--- config.mk ---
export PLATFORM = sky130hd
export DESIGN_NAME = busoff_recovery
export DESIGN_NICKNAME = d
export VERILOG_FILES = /design/src/rtl/busoff_pkg.sv /design/src/rtl/busoff_run_detect.sv /design/src/rtl/busoff_seq_count.sv /design/src/rtl/busoff_rejoin_fsm.sv /design/src/rtl/busoff_recovery.sv
export SDC_FILE = /design/constraint.sdc
export NUM_CORES = 1
export LEC_CHECK = 0
export ABC_AREA = 1
export BUFFER_PORTS_ARGS = -buffer_cell sky130_fd_sc_hd__buf_2
export CAP_MARGIN = 10
export CORE_MARGIN = 3
export CORE_UTILIZATION = 30
export CTS_CLUSTER_SIZE = 28
export DETAILED_ROUTE_END_ITERATION = 10
export PLACE_DENSITY = 0.59
export SETUP_SLACK_MARGIN = 0.05
export SYNTH_ARGS = -nofsm -noshare
export SYNTH_HDL_FRONTEND = slang
export SYNTH_SLANG_ARGS = --single-unit
export TNS_END_PERCENT = 100
--- constraint.sdc ---
create_clock -name clk -period 1.65 [get_ports clk]
set_input_delay 0.33 -clock clk [delete_from_list [all_inputs] [get_ports clk]]
set_output_delay 0.33 -clock clk [all_outputs]
set_load 0.01 [all_outputs]
--- src/rtl/busoff_pkg.sv ---
package busoff_pkg;

  typedef enum logic [1:0] {
    NODE_ACTIVE = 2'b00,
    NODE_OFF    = 2'b01,
    NODE_WAIT   = 2'b10
  } node_state_t;

  // True when an error count is strictly above the bus-off limit.
  function automatic logic f_exceeds(input int unsigned val, input int unsigned lim);
    return val > lim;
  endfunction

  // True when a recessive sample closes a run of the given length.
  function automatic logic f_run_closes(input int unsigned run, input logic rec,
                                        input int unsigned len);
    return rec && (run == len - 1);
  endfunction

endpackage

--- src/rtl/busoff_run_detect.sv ---
module busoff_run_detect #(
  parameter int unsigned RUN_LEN = 11
) (
  input  logic clk,
  input  logic rst_n,
  input  logic enable,
  input  logic bit_tick,
  input  logic bus_rec,
  output logic run_done
);
  import busoff_pkg::*;

  localparam int unsigned RUN_W = $clog2(RUN_LEN + 1);

  logic [RUN_W-1:0] run_q;

  assign run_done = enable && bit_tick && f_run_closes(32'(run_q), bus_rec, RUN_LEN);

  always_ff @(posedge clk or negedge rst_n) begin
    if (!rst_n) begin
      run_q <= '0;
    end else if (!enable) begin
      run_q <= '0;
    end else if (bit_tick) begin
      if (!bus_rec || run_done) run_q <= '0;
      else                      run_q <= run_q + 1'b1;
    end
  end

  // a dominant sample leaves no partial run behind
  a_r2_dominant_restarts: assert property (@(posedge clk) disable iff (!rst_n)
    (enable && bit_tick && !bus_rec) |=> (run_q == '0));

  // run length never reaches the closing value as a stored count
  a_r2_run_bounded: assert property (@(posedge clk) disable iff (!rst_n)
    run_q < RUN_W'(RUN_LEN));

  // clocks without a strobe leave the run untouched
  a_r2_idle_holds: assert property (@(posedge clk) disable iff (!rst_n)
    (enable && !bit_tick) |=> $stable(run_q));

endmodule

--- src/rtl/busoff_seq_count.sv ---
module busoff_seq_count #(
  parameter int unsigned SEQ_NEEDED = 128,
  parameter int unsigned CNT_W      = $clog2(SEQ_NEEDED + 1)
) (
  input  logic             clk,
  input  logic             rst_n,
  input  logic             inc,
  input  logic             clear,
  output logic [CNT_W-1:0] cnt,
  output logic             full
);

  assign full = (cnt == CNT_W'(SEQ_NEEDED));

  always_ff @(posedge clk or negedge rst_n) begin
    if (!rst_n)             cnt <= '0;
    else if (clear)         cnt <= '0;
    else if (inc && !full)  cnt <= cnt + 1'b1;
  end

  // the count never passes the required number of sequences
  a_r3_no_overflow: assert property (@(posedge clk) disable iff (!rst_n)
    cnt <= CNT_W'(SEQ_NEEDED));

  // a completed count stays complete until cleared
  a_r3_full_holds: assert property (@(posedge clk) disable iff (!rst_n)
    (full && !clear) |=> full);

  // a clear empties the counter
  a_r8_clear_empties: assert property (@(posedge clk) disable iff (!rst_n)
    clear |=> (cnt == '0));

endmodule

--- src/rtl/busoff_rejoin_fsm.sv ---
module busoff_rejoin_fsm
  import busoff_pkg::*;
(
  input  logic        clk,
  input  logic        rst_n,
  input  logic        tec_over,
  input  logic        seq_full,
  input  logic        sw_req,
  input  logic        auto_en,
  output node_state_t st,
  output logic        leave,
  output logic        counting_en,
  output logic        tec_clear
);

  logic pend_q;

  assign leave = ((st == NODE_OFF) && seq_full && (auto_en || pend_q || sw_req)) ||
                 ((st == NODE_WAIT) && (auto_en || sw_req));
  assign counting_en = (st == NODE_OFF) && !seq_full;

  always_ff @(posedge clk or negedge rst_n) begin
    if (!rst_n) begin
      st        <= NODE_ACTIVE;
      pend_q    <= 1'b0;
      tec_clear <= 1'b0;
    end else begin
      tec_clear <= leave;
      if (leave)                          pend_q <= 1'b0;
      else if (st == NODE_OFF && sw_req)  pend_q <= 1'b1;
      unique case (st)
        NODE_ACTIVE: if (tec_over && !tec_clear) st <= NODE_OFF;
        NODE_OFF:    if (leave)      st <= NODE_ACTIVE;
                     else if (seq_full) st <= NODE_WAIT;
        NODE_WAIT:   if (leave)      st <= NODE_ACTIVE;
        default:     st <= NODE_ACTIVE;
      endcase
    end
  end

  // excess errors while active force bus-off
  a_r1_enter_off: assert property (@(posedge clk) disable iff (!rst_n)
    (st == NODE_ACTIVE && tec_over && !tec_clear) |=> (st == NODE_OFF));

  // automatic mode rejoins once the sequences are complete
  a_r4_auto_leaves: assert property (@(posedge clk) disable iff (!rst_n)
    (st == NODE_OFF && seq_full && auto_en) |=> (st == NODE_ACTIVE));

  // the wait state holds without a request
  a_r5_wait_holds: assert property (@(posedge clk) disable iff (!rst_n)
    (st == NODE_WAIT && !sw_req && !auto_en) |=> (st == NODE_WAIT));

  // no rejoin before the sequence count is complete
  a_r6_no_early_leave: assert property (@(posedge clk) disable iff (!rst_n)
    (st != NODE_ACTIVE && !seq_full) |=> (st != NODE_ACTIVE));

  // the error-count reset is a single-clock pulse
  a_r8_single_pulse: assert property (@(posedge clk) disable iff (!rst_n)
    tec_clear |=> !tec_clear);

endmodule

--- src/rtl/busoff_recovery.sv ---
module busoff_recovery #(
  parameter int unsigned TEC_W        = 9,
  parameter int unsigned BUSOFF_LIMIT = 255,
  parameter int unsigned RUN_LEN      = 11,
  parameter int unsigned SEQ_NEEDED   = 128,
  localparam int unsigned CNT_W       = $clog2(SEQ_NEEDED + 1)
) (
  input  logic             clk,
  input  logic             rst_n,
  input  logic [TEC_W-1:0] tec,
  input  logic             bit_tick,
  input  logic             bus_level,
  input  logic             sw_rejoin,
  input  logic             auto_rejoin,
  output logic [1:0]       node_state,
  output logic [CNT_W-1:0] seq_count,
  output logic             rejoin_ready,
  output logic             tx_enable,
  output logic             tec_clear
);
  import busoff_pkg::*;

  node_state_t st;
  logic tec_over, run_done, seq_full, leave, counting_en;

  assign tec_over = f_exceeds(32'(tec), BUSOFF_LIMIT);

  busoff_run_detect #(.RUN_LEN(RUN_LEN)) u_run (
    .clk      (clk),
    .rst_n    (rst_n),
    .enable   (counting_en),
    .bit_tick (bit_tick),
    .bus_rec  (bus_level),
    .run_done (run_done)
  );

  busoff_seq_count #(.SEQ_NEEDED(SEQ_NEEDED), .CNT_W(CNT_W)) u_seq (
    .clk   (clk),
    .rst_n (rst_n),
    .inc   (run_done),
    .clear (leave),
    .cnt   (seq_count),
    .full  (seq_full)
  );

  busoff_rejoin_fsm u_fsm (
    .clk         (clk),
    .rst_n       (rst_n),
    .tec_over    (tec_over),
    .seq_full    (seq_full),
    .sw_req      (sw_rejoin),
    .auto_en     (auto_rejoin),
    .st          (st),
    .leave       (leave),
    .counting_en (counting_en),
    .tec_clear   (tec_clear)
  );

  assign node_state   = st;
  assign rejoin_ready = seq_full;
  assign tx_enable    = (st == NODE_ACTIVE);

  // the clear pulse coincides with an empty sequence count
  a_r8_pulse_with_empty: assert property (@(posedge clk) disable iff (!rst_n)
    tec_clear |-> (seq_count == '0 && tx_enable));

  // the transmitter is silent whenever the sequence counter is running
  a_r1_silent_when_counting: assert property (@(posedge clk) disable iff (!rst_n)
    (seq_count != '0) |-> !tx_enable);

endmodule

==> results.cfg, run 1 <==
[run_status]
outcome = completed

[global_route]
grt_pass1_vias = 905
antenna_found_initial = 0
gr-total-overflow = 0
grt_use_total_pct = 12.5
grt_pass1_wl_mm = 4.09
grt_max_degree = 17

[sta]
hold_viol_final = 0
worst_pin_slew_ns = 0.387
grt_setup_unrepaired = true
setup_viol = 0
setup_ws_ns = 0.105
fmax_mhz = 647
setup_tns_ns = 0
finalMaxSlewViolations = 0
finClkSkew_ns = 0.00733
final.min_clock_period_ns = 1.55
slew_headroom_pct = 74.2
finalCritPeriodShare_pct = 93.6
whs_ns = 0.271

[pwr]
power_leakage_nw = 0.727
p_comb_share_pct = 49.1
power_mw = 1.60
seqPwrFrac_pct = 33.9
p_per_area_nw_per_um2 = 1150
peakVddDrop_uv = 328
cellInternalPower_mw = 0.923
power.share.clock_pct = 17.0
power.switching_mw = 0.680
p_sw_share_pct = 42.4

[floorplanning]
rows = 21
die_w_um = 65.7
die_h_um = 65.7
core_area_um2 = 3390
start_util_pct = 31.5
pin_count = 28
design.die.area_um2 = 4310

[synth]
yosys.area_share.simple_pct = 39.2
seq_area_frac_synth_pct = 37.5
ys_types = 23
synth_top_family_by_area = simple AND/OR/NAND/NOR gates
synth_compound_area_share_pct = 6.09
synth-xor-area-share_pct = 4.10
synthAdderAreaFrac_pct = 4.68
syn_area_per_cell_um2 = 7.47
synth_nets = 162
synthesis.area_um2 = 1070
netlist_instances = 143
ys_ff_latch = 16
muxShareOfSynthArea_pct = 0
yosysWarningCount = 0

[final_layout]
antenna_cells = 0
layout.nets = 199
fillers = 352
drive_above_1_share_pct = 31.8
syn_to_final_growth_pct = 30.2
mostFrequentLayoutCells = 35 x nand2_1, 20 x nand3_1, 18 x buf_2
layout_commonest_cell = nand2_1

[setup_path]
start_kind = flop
worstPathRequired_ns = 1.32
worstSetupEndpointType = primary output
worstPathArrival_ns = 1.22
worstPathMaxFanout = 2
crit_type = reg2out

[cts]
clkTransAtPathRegs_ns = 0.11
numCtsBuffers = 3
cts_tree = done
cts_sinks = 16
h-tree-depth = 1
insertion_delay_ns = 0.30
cts_root_buf = clkbuf_4
cts_buffer_depth = 2

[drt]
ant_nets = 0
first_pass_iters = 4
routed_wl_mm = 2.51
remaining_drc_errors = 0
wire_per_inst_um = 11.1
vias = 995
drt-initial-drc-count = 28
drt-vias-per-instance = 4.42

[worst_hold_path]
min_path_type = in2reg

[placement]
dpl_worst_slack_ns = 0.151
place_congestion = 0.792
hpwl_mm = 1.69
io_buffers = 19

[job]
drv_cap = 0
-- kinds of logic after synthesis --
family                   after synthesis
buffers and inverters                 23
XOR/XNOR                               5
flip-flops                            16
adder cells (fa/ha/maj)                4
AO/OA/AOI/OAI                         10
AND/OR/NAND/NOR                       85
-- state kept, by name, summed over array words and instances, names as in the netlist --
signal,cells
u_fsm.pend_q,1
u_fsm.st,2
u_fsm.tec_clear,1
u_run.run_q,4
u_seq.cnt,8
-- synth_stat cells --
| library cell | number | area (um^2) |
|---|---|---|
| nand4_1 | 1 | 6.26 |
| nand4_4 | 1 | 21.3 |
| nor2_4 | 2 | 22.5 |
| xor2_1 | 4 | 35.0 |
| inv_2 | 3 | 11.3 |
| nor2_2 | 2 | 12.5 |
| o21ai_0 | 7 | 35.0 |
| nand3_1 | 20 | 100 |
| nand2_2 | 4 | 25.0 |
| xnor2_1 | 1 | 8.76 |
| nand3_2 | 1 | 10.0 |
| nand2_1 | 35 | 131 |
| a21oi_1 | 1 | 5.00 |
| nand3b_1 | 1 | 7.51 |
| a21oi_2 | 1 | 8.76 |
| clkinv_1 | 1 | 3.75 |
| nand2_4 | 2 | 22.5 |
| dfrtp_1 | 16 | 400 |
| nor2_1 | 16 | 60.1 |
| inv_1 | 18 | 67.6 |
| a21oi_4 | 1 | 16.3 |
| ha_1 | 4 | 50.1 |
| buf_4 | 1 | 7.51 |
-- worst paths after layout --
kind	from	endpoint	slack [ns]	cells past startpoint
worst min register to register	u_fsm.tec_clear	u_fsm.st[0]	0.53	2
worst max-delay path	u_seq.cnt[0]	rejoin_ready	0.10	5
max in group asynchronous	rst_n	u_run.run_q[3]	0.89	2
worst min-delay path	tec[8]	u_fsm.st[0]	0.27	3
min in group asynchronous	rst_n	u_fsm.pend_q	0.47	2
worst max register to register	u_seq.cnt[0]	u_seq.cnt[0]	0.17	9
-- layer usage --
metal	global-route usage (%)	wire length (um)	vias to the layer above
li1	-	-	528
met5	0	0	-
met2	19.8	1200	16
met4	3.89	25	0
met3	3.59	91	2
met1	16.4	1200	449
-- power groups by stage --
stage	Combinational, mW	Clock, mW	Sequential (mW)
finish	0.787	0.272	0.543
global placement	0.693	0	0.550
CTS	0.713	0.286	0.545
floorplan	0.432	0	0.587
detailed placement	0.696	0	0.550
global route	0.895	0.298	0.560
-- worst max-delay path, stage by stage, from the launching register on --
cell and delay, ns:
dfrtp_1 0.40, inv_2 0.09, ha_4 0.15, nand3_4 0.07, nor2_4 0.12, buf_6 0.11
-- stage by stage --
stage               util [%]  instances  cell area (um^2)
global route            41.0        225              1390
finish                  41.0        225              1390
detailed placement      37.1        213              1260
CTS                     39.0        219              1320
global placement        37.1        213              1260
floorplan                  -        143              1070
-- repair_timing --
| action | CTS | global route |
|---|---|---|
| setup buffers | 1 | 5 |
| gates resized for setup | 3 | 4 |
| endpoints found under the setup margin | 1 | 9 |
| hold buffers | 1 | 0 |
| hold endpoints to repair | 16 | 0 |
| cloned | 0 | 1 |
| pin swaps | 1 | 5 |
-- layout make-up --
| class | count | area (um^2) | area share [%] |
|---|---|---|---|
| multi-input cells | 105 | 613 | 44.1 |
| flip-flops and latches | 16 | 400 | 28.8 |
| repair buffers | 32 | 201 | 14.5 |
| inverters | 22 | 82.6 | 5.94 |
| well taps | 46 | 57.6 | 4.14 |
| clock buffers | 4 | 36.3 | 2.61 |
No activity file was read; power rests on OpenSTA's default activity.
==> run 2, diff against run 1 <==
CELL_PAD_IN_SITES_DETAIL_PLACEMENT = 1   (was unset)
CELL_PAD_IN_SITES_GLOBAL_PLACEMENT = 2   (was unset)
CORE_UTILIZATION = 28   (was 30)
PLACE_DENSITY = 0.86   (was 0.59)
==> results.cfg, run 2 (synthesized netlist as in run 1, its figures left out) <==
[setup_path]
reg2reg_slack_ns = 0.19
worstSetupEndpointType = primary output
crit_cells = 4
reg2reg_depth = 9
worstPathMaxFanout = 7
path_buf_inv = 1
cp_cell_sequence = nor2_2 -> nand2_2 -> nor2_4 -> buf_2
crit_family = flip-flops
start_kind = flop
worstPathRequired_ns = 1.32
crit_type = reg2out
worstPathArrival_ns = 1.18
cp_slowest_cell = dfrtp_1
max_stage_delay_ns = 0.47

[placement]
io_buffers = 19
dpl_worst_slack_ns = 0.125
place_congestion = 0.769
placed_cells = 211
hpwl_mm = 2.15
place_area_um2 = 1240

[drt]
drt-vias-per-instance = 4.65
routed_wl_mm = 2.98
first_pass_iters = 4
ant_nets = 0
wire_per_inst_um = 13.6
remaining_drc_errors = 0
drt-initial-drc-count = 21
vias = 1023

[final_layout]
top_register = u_seq.cnt
finalNonFillerCells = 220
drive_above_1_share_pct = 31.6
layout.cell_area.non_filler_um2 = 1390
antenna_cells = 0
mostFrequentLayoutCells = 34 x nand2_1, 20 x nand3_1, 19 x buf_2
layout.nets = 194
syn_to_final_growth_pct = 29.9
largest_reg_flops = 8
finish.utilization_pct = 39.7
reg_top3 = u_seq.cnt (8), u_run.run_q (4), u_fsm.st (2)
layout_commonest_cell = nand2_1
fillers = 448

[pwr]
p_sw_share_pct = 42.0
power_mw = 1.71
p_comb_share_pct = 45.4
peakVddDrop_uv = 425
power.switching_mw = 0.717
power_leakage_nw = 0.708
seqPwrFrac_pct = 32.9
power.share.clock_pct = 21.7
p_per_area_nw_per_um2 = 1230
cellInternalPower_mw = 0.988

[floorplanning]
die_w_um = 67.8
start_util_pct = 30.6
design.die.area_um2 = 4590
rows = 21
die_h_um = 67.8
core_area_um2 = 3490
pin_count = 28

[cts]
insertion_delay_ns = 0.26
numCtsBuffers = 3
cts_buffer_depth = 2
cts_tree = done
cts_root_buf = clkbuf_8
h-tree-depth = 1
clkTransAtPathRegs_ns = 0.07
cts_sinks = 16

[global_route]
antenna_found_initial = 0
gr-total-overflow = 0
grt_max_degree = 17
grt_pass1_vias = 1035
grt_use_total_pct = 14.1
grt_pass1_wl_mm = 4.80

[sta]
setup_tns_ns = 0
finalMaxSlewViolations = 0
grt_setup_unrepaired = false
worst_pin_slew_ns = 0.403
final.min_clock_period_ns = 1.51
setup_viol = 0
finalCritPeriodShare_pct = 91.3
finClkSkew_ns = 0.00531
fmax_mhz = 664
whs_ns = 0.309
slew_headroom_pct = 73.1
hold_viol_final = 0
setup_ws_ns = 0.144

[job]
drv_cap = 0

[worst_hold_path]
min_path_type = in2reg
min_delay_path_depth = 3

[run_status]
outcome = completed
run 2: path summary, 6_finish.rpt:
check                                start             end
max reg2reg                   u_seq.cnt[0]    u_seq.cnt[7]
min                                 tec[8]     u_fsm.st[0]
min reg2reg                u_fsm.tec_clear     u_fsm.st[0]
max in group asynchronous            rst_n    u_seq.cnt[4]
max                           u_seq.cnt[5]    rejoin_ready
min in group asynchronous            rst_n  u_run.run_q[1]
run 2: what timing repair did:
item / 4_1_cts / 5_1_grt
gates cloned: 0 / 1
setup buffers: 1 / 2
endpoints found under the setup margin: 1 / 9
hold buffers: 1 / 0
hold endpoints to repair: 16 / 0
pin swaps: 1 / 5
gates resized for setup: 0 / 12
run 2: cell type report:
cell class	count	area (um^2)	area share (%)
inverters	22	82.6	5.95
repair buffers	27	165	11.9
multi-input cells	105	623	44.9
clock buffers	4	55.1	3.97
well taps	46	57.6	4.15
flip-flops and latches	16	404	29.1
run 2: per-layer routing:
layer / wire length (um) / global-route usage [%] / vias up
met5: 0 / 0 / -
met4: 70 / 6.70 / 0
met3: 94 / 2.00 / 8
met2: 1500 / 23.2 / 16
met1: 1320 / 18.0 / 487
li1: - / - / 512
run 2: power groups by stage:
| stage | logic, mW | registers (mW) | clock network [mW] |
|---|---|---|---|
| final | 0.775 | 0.561 | 0.370 |
| after global routing | 0.877 | 0.576 | 0.392 |
| after CTS | 0.708 | 0.562 | 0.375 |
| after detailed placement | 0.699 | 0.570 | 0 |
| after global placement | 0.673 | 0.561 | 0 |
| after floorplan | 0.432 | 0.587 | 0 |
run 2: worst min-delay path, cell delays in order:
cell and delay [ns]:
buf_2 0.07, nand3b_1 0.07, nand2_1 0.06
